### src/rtl/smbus_to_pkg.sv
package smbus_to_pkg;
  typedef struct packed {
    logic scl;
    logic sda;
  } bus_lines_t;

  localparam int unsigned SYNC_STAGES = 2;
endpackage

### src/rtl/smbus_sync2.sv
module smbus_sync2 #(
  parameter int unsigned W = 2
) (
  input  logic         clk_i,
  input  logic         rst_ni,
  input  logic [W-1:0] d_i,
  output logic [W-1:0] q_o
);
  localparam int unsigned STAGES = smbus_to_pkg::SYNC_STAGES;

  for (genvar i = 0; i < W; i++) begin : g_bit
    logic [STAGES-1:0] pipe_q;
    // idle bus level is high; reset there to avoid a false edge
    always_ff @(posedge clk_i or negedge rst_ni) begin
      if (!rst_ni) pipe_q <= '1;
      else         pipe_q <= {pipe_q[STAGES-2:0], d_i[i]};
    end
    assign q_o[i] = pipe_q[STAGES-1];
  end
endmodule

### src/rtl/smbus_tick_pre.sv
module smbus_tick_pre #(
  parameter int unsigned DIV_W = 20
) (
  input  logic             clk_i,
  input  logic             rst_ni,
  input  logic             run_i,
  input  logic [DIV_W-1:0] div_i,
  output logic             tick_o
);
  logic [DIV_W-1:0] pre_q;
  logic             wrap;

  assign wrap   = (pre_q == div_i);
  assign tick_o = run_i && wrap;

  // phase restarts with each low phase so the trip point is exact
  always_ff @(posedge clk_i or negedge rst_ni) begin
    if (!rst_ni)     pre_q <= '0;
    else if (!run_i) pre_q <= '0;
    else if (wrap)   pre_q <= '0;
    else             pre_q <= pre_q + 1'b1;
  end


  tick_spacing_chk: assert property (@(posedge clk_i) disable iff (!rst_ni)
    (run_i && $past(run_i) && pre_q != '0) |-> (pre_q == $past(pre_q) + 1'b1));
endmodule

### src/rtl/smbus_low_timer.sv
module smbus_low_timer #(
  parameter int unsigned LIMIT_TICKS = 30
) (
  input  logic clk_i,
  input  logic rst_ni,
  input  logic scl_lo_i,
  input  logic tick_i,
  input  logic arm_i,
  output logic fire_o
);
  localparam int unsigned CNT_W = $clog2(LIMIT_TICKS + 1);
  localparam logic [CNT_W-1:0] CNT_TOP  = CNT_W'(LIMIT_TICKS);
  localparam logic [CNT_W-1:0] CNT_LAST = CNT_W'(LIMIT_TICKS - 1);

  logic [CNT_W-1:0] lo_cnt_q;

  always_ff @(posedge clk_i or negedge rst_ni) begin
    if (!rst_ni)                           lo_cnt_q <= '0;
    else if (!scl_lo_i)                    lo_cnt_q <= '0;
    else if (tick_i && lo_cnt_q != CNT_TOP) lo_cnt_q <= lo_cnt_q + 1'b1;
  end

  // crossing only: saturation at CNT_TOP keeps it to one fire per phase
  assign fire_o = scl_lo_i && tick_i && arm_i && (lo_cnt_q == CNT_LAST);


  low_restart_chk: assert property (@(posedge clk_i) disable iff (!rst_ni)
    !scl_lo_i |=> (lo_cnt_q == '0));

  low_step_chk: assert property (@(posedge clk_i) disable iff (!rst_ni)
    (lo_cnt_q != $past(lo_cnt_q)) |-> (lo_cnt_q == '0 || lo_cnt_q == $past(lo_cnt_q) + 1'b1));

  low_sat_chk: assert property (@(posedge clk_i) disable iff (!rst_ni)
    lo_cnt_q <= CNT_TOP);
endmodule

### src/rtl/smbus_rel_ctl.sv
module smbus_rel_ctl (
  input  logic clk_i,
  input  logic rst_ni,
  input  logic scl_s_i,
  input  logic sda_s_i,
  input  logic set_i,
  output logic rel_o
);
  logic sda_q, rel_q, start_c, stop_c;

  always_ff @(posedge clk_i or negedge rst_ni) begin
    if (!rst_ni) sda_q <= 1'b1;
    else         sda_q <= sda_s_i;
  end

  assign start_c = scl_s_i &&  sda_q && !sda_s_i;
  assign stop_c  = scl_s_i && !sda_q &&  sda_s_i;

  always_ff @(posedge clk_i or negedge rst_ni) begin
    if (!rst_ni)               rel_q <= 1'b0;
    else if (set_i)            rel_q <= 1'b1;
    else if (start_c || stop_c) rel_q <= 1'b0;
  end

  assign rel_o = rel_q;


  rel_clear_chk: assert property (@(posedge clk_i) disable iff (!rst_ni)
    $fell(rel_q) |-> $past(scl_s_i));

  rel_set_chk: assert property (@(posedge clk_i) disable iff (!rst_ni)
    $rose(rel_q) |-> $past(!scl_s_i));
endmodule

### src/rtl/smbus_lowto_mon.sv
module smbus_lowto_mon #(
  parameter int unsigned LIMIT_TICKS = 30,
  parameter int unsigned DIV_W       = 20
) (
  input  logic             clk_i,
  input  logic             rst_ni,
  input  logic             scl_i,
  input  logic             sda_i,
  input  logic             to_dis_i,
  input  logic [DIV_W-1:0] tick_div_i,
  output logic             timeout_o,
  output logic             bus_release_o
);
  import smbus_to_pkg::*;

  bus_lines_t raw, syn;
  logic tick, fire, timeout_q;

  assign raw.scl = scl_i;
  assign raw.sda = sda_i;

  smbus_sync2 #(.W($bits(bus_lines_t))) u_sync (
    .clk_i (clk_i),
    .rst_ni(rst_ni),
    .d_i   (raw),
    .q_o   (syn)
  );

  smbus_tick_pre #(.DIV_W(DIV_W)) u_pre (
    .clk_i (clk_i),
    .rst_ni(rst_ni),
    .run_i (!syn.scl),
    .div_i (tick_div_i),
    .tick_o(tick)
  );

  smbus_low_timer #(.LIMIT_TICKS(LIMIT_TICKS)) u_timer (
    .clk_i   (clk_i),
    .rst_ni  (rst_ni),
    .scl_lo_i(!syn.scl),
    .tick_i  (tick),
    .arm_i   (!to_dis_i),
    .fire_o  (fire)
  );

  smbus_rel_ctl u_rel (
    .clk_i  (clk_i),
    .rst_ni (rst_ni),
    .scl_s_i(syn.scl),
    .sda_s_i(syn.sda),
    .set_i  (fire),
    .rel_o  (bus_release_o)
  );

  always_ff @(posedge clk_i or negedge rst_ni) begin
    if (!rst_ni) timeout_q <= 1'b0;
    else         timeout_q <= fire;
  end

  assign timeout_o = timeout_q;


  pulse_width_chk: assert property (@(posedge clk_i) disable iff (!rst_ni)
    timeout_o |=> !timeout_o);

  pulse_after_low_chk: assert property (@(posedge clk_i) disable iff (!rst_ni)
    timeout_o |-> $past(!syn.scl));

  dis_quiet_chk: assert property (@(posedge clk_i) disable iff (!rst_ni)
    $past(to_dis_i) |-> !timeout_o);

  rel_with_pulse_chk: assert property (@(posedge clk_i) disable iff (!rst_ni)
    $rose(bus_release_o) |-> timeout_o);
endmodule

### config.mk
export PLATFORM = sky130hd
export DESIGN_NAME = smbus_lowto_mon
export DESIGN_NICKNAME = d
export VERILOG_FILES = /design/src/rtl/smbus_to_pkg.sv /design/src/rtl/smbus_sync2.sv /design/src/rtl/smbus_tick_pre.sv /design/src/rtl/smbus_low_timer.sv /design/src/rtl/smbus_rel_ctl.sv /design/src/rtl/smbus_lowto_mon.sv
export SDC_FILE = /design/constraint.sdc
export NUM_CORES = 1
export LEC_CHECK = 0
export ABC_AREA = 1
export BUFFER_PORTS_ARGS = -buffer_cell sky130_fd_sc_hd__buf_2
export CELL_PAD_IN_SITES_DETAIL_PLACEMENT = 0
export CELL_PAD_IN_SITES_GLOBAL_PLACEMENT = 1
export CORE_ASPECT_RATIO = 2
export CORE_MARGIN = 2
export CORE_UTILIZATION = 38
export CTS_CLUSTER_SIZE = 30
export DETAILED_ROUTE_END_ITERATION = 10
export GPL_TIMING_DRIVEN = 0
export PLACE_DENSITY = 0.85
export SYNTH_ARGS = -nofsm -noshare
export SYNTH_HDL_FRONTEND = slang
export SYNTH_SLANG_ARGS = --single-unit
### constraint.sdc
create_clock -name clk_i -period 1.4 [get_ports clk_i]
set_input_delay 0.21 -clock clk_i [delete_from_list [all_inputs] [get_ports clk_i]]
set_output_delay 0.21 -clock clk_i [all_outputs]
set_load 0.02 [all_outputs]
==> impl_metrics.py <==
metrics = {
    "worst_setup_path": {
        "crit_required_ns": 1.63,
        "worstPathArrival_ns": 1.79,
        "path_buf_inv": 2,
        "cp_slowest_cell": "dfrtp_1",
        "crit_path_frequent_cell": "nand2_2",
        "crit_path_start_kind": "register",
        "max_stage_delay_ns": 0.36,
        "cp-end-kind": "register",
        "cp_max_fo": 7,
        "cp_cell_sequence": "buf_2 > xnor2_1 > nand2_1 > nor2_2 > nand2_2 > nor2_4 > buf_4 > nand4_1 > nand2_2",
        "crit_type": "register to register",
        "critPathTopFamily": "simple AND/OR/NAND/NOR gates",
    },
    "yosys": {
        "ys_top_cells_by_count": "65 x nand2_1, 35 x inv_1, 31 x nor2_1",
        "postSynthAreaPerCell_um2": 7.80,
        "ys.flop_type": "dfrtp_1",
        "synth_warnings": 0,
        "synth_top_area_share_pct": 35.8,
        "synthCells": 242,
        "yosysSeqAreaShare_pct": 42.7,
        "synth_top_area_cell": "dfrtp_1",
        "syn-num-nets": 271,
        "ys_seq_elements": 32,
        "synth_area_leaders": "dfrtp_1 36%, nand2_1 13%, dfstp_2 7.0%",
        "ys_types": 24,
        "synth_area_um2": 1890,
        "synth_edf_count": 0,
        "async_flop_share_pct": 100,
        "synth_most_common_cell": "nand2_1",
    },
    "floorplan": {
        "core-area_um2": 4820,
        "initial_utilization_pct": 39.2,
        "die_w_um": 53.8,
        "std_cell_rows": 36,
        "ios": 27,
        "die_y_um": 104,
        "dieArea_um2": 5580,
    },
    "detailed_routing": {
        "drc_errors": 0,
        "antenna_left": 0,
        "viasPerCell": 4.75,
        "wire_per_inst_um": 12.5,
        "drt-pass1-iter-count": 4,
        "wl_um": 4450,
        "vias": 1690,
        "initialDrtViolationCount": 22,
    },
    "final_layout": {
        "n_antenna_cell": 0,
        "nNetsFinal": 327,
        "syn_to_final_growth_pct": 36.2,
        "stdcell_count": 356,
        "drive_gt1_share_pct": 36.1,
        "final_area_um2": 2570,
        "fin_util_pct": 53.3,
    },
    "clocking": {
        "htree_levels": 2,
        "cts_buffers": 5,
        "clock_latency_ns": 0.29,
        "cts-root-buf": "clkbuf_8",
        "cts.clk_slew.worst_paths_ns": 0.07,
        "cts.path.max_buffers": 2,
        "tritoncts": "done",
        "clock-sinks": 32,
    },
    "global_routing": {
        "grt_pass1_wl_um": 7320,
        "antenna_found_initial": 0,
        "grt_max_degree": 33,
        "grt_pass1_vias": 1669,
        "grt-ovfl-total": 0,
        "grt_usage_pct": 18.0,
    },
    "placed_design": {
        "dp.cells": 325,
        "hpwlAfterDp_um": 3140,
        "placed_area_um2": 2100,
        "globalplace.congestion": 0.782,
        "port_buffers": 26,
        "post-place-ws_ns": -0.348,
    },
    "sta": {
        "fin_ws_ns": -0.156,
        "max_freq_ghz": 0.643,
        "fin_crit_ns": 1.56,
        "slew_headroom_pct": 50.9,
        "setup_tns_ns": -3.18,
        "grt_setup_unrepaired": "yes",
        "hold_violations": 27,
        "finalSetupViolations": 27,
        "tightest_slew_ns": 0.737,
        "timing.final.crit_share_pct": 111,
        "finalMaxSlewViolations": 0,
        "hold_ws_ns": -0.0242,
        "clock_skew_ns": 0.00434,
    },
    "pwr": {
        "pwr_density_cell_nw_per_um2": 834,
        "power.leakage_nw": 1.28,
        "ir_drop_mv": 0.595,
        "total_power_mw": 2.14,
    },
    "outcome": {
        "violations": "negative hold slack, negative setup slack",
        "status": "finished, violations left",
    },
    "job": {
        "cap_violations": 0,
    },
    "worst_hold_path": {
        "hold_path.class": "input port to asynchronous set/reset pin",
    },
}
-- registers in the layout, indices dropped and copies added, names as in the netlist --
name and flops:
u_pre.pre_q 20, u_timer.lo_cnt_q 5, u_sync.g_bit.pipe_q 4, timeout_o 1, u_rel.rel_o 1, u_rel.sda_q 1
-- logic make-up (layout without fill, tap and decap cells) --
family	after synthesis	in the layout	share of synthesized area [%]
compound gates	5	5	1.39
xor+xnor	26	26	12.1
fa+ha+maj	4	4	2.65
buf+inv	39	96	7.95
flops	32	32	42.7
simple gates	136	136	33.2
-- worst paths after layout --
check                                            end                 startpoint  slack, ns  cells past startpoint
max                              u_timer.lo_cnt_q[3]             u_pre.pre_q[7]      -0.16                      9
min                                   u_pre.pre_q[0]                     rst_ni      -0.02                      1
max reg2reg                      u_timer.lo_cnt_q[3]             u_pre.pre_q[7]      -0.16                      9
min reg2reg                u_sync.g_bit[0].pipe_q[1]  u_sync.g_bit[0].pipe_q[0]       0.36                      0
max in group asynchronous             u_pre.pre_q[2]                     rst_ni       0.91                      1
min in group clk_i         u_sync.g_bit[0].pipe_q[0]                      sda_i       0.01                      1
-- power breakdown --
group | internal (mW) | total (mW) | switching (mW) | leakage, nW
Combinational | 0.0881 | 0.189 | 0.101 | 0.794
Sequential | 0.944 | 0.958 | 0.0135 | 0.421
Clock | 0.628 | 0.997 | 0.369 | 0.0645
Total | 1.66 | 2.14 | 0.483 | 1.28
-- cell usage in the layout (no fill, tap or decap), drive strengths merged --
cell type and instances:
nor3b 1, nor3 8, clkbuf 7, nor4b 1
nand4 10, nor2 36, xor2 12, xnor2 14
inv 35, dfstp 5, buf 53, ha 4
nand3 14, o21ai 3, nand3b 1, bufinv 1
a21oi 1, dfrtp 27, nand2 65, o22ai 1
-- routing by layer --
layer  global-route usage, %  wire length (um)
met2                    33.0              2540
met3                    2.74               106
met1                    17.9              1670
met4                    9.16               133
met5                       0                 0
-- worst reg2reg max path, cell delays in order (launching register included) --
cell and delay [ns]:
dfrtp_1 0.36, buf_2 0.16, xnor2_1 0.15, nand2_1 0.08, nor2_2 0.13, nand2_2 0.09
nor2_4 0.18, buf_4 0.15, nand4_1 0.10, nand2_2 0.10
-- cell type report --
class	count	area, um2
Fill cell	434	2250
Tap cell	57	71.3
Sequential cell	32	812
Clock buffer	7	96.3
Inverter	35	131
Timing Repair Buffer	49	322
Multi-Input combinational cell	171	1080
Buffer	4	31.3
Clock inverter	1	30.0
-- what timing repair did --
action,in CTS,in global routing
setup endpoints to repair,27,27
cloned,0,0
resized for setup,24,22
buffers inserted,20,3
pin swaps,12,12
hold buffers,0,0
Note: power is estimated with default switching activity, not from simulation.
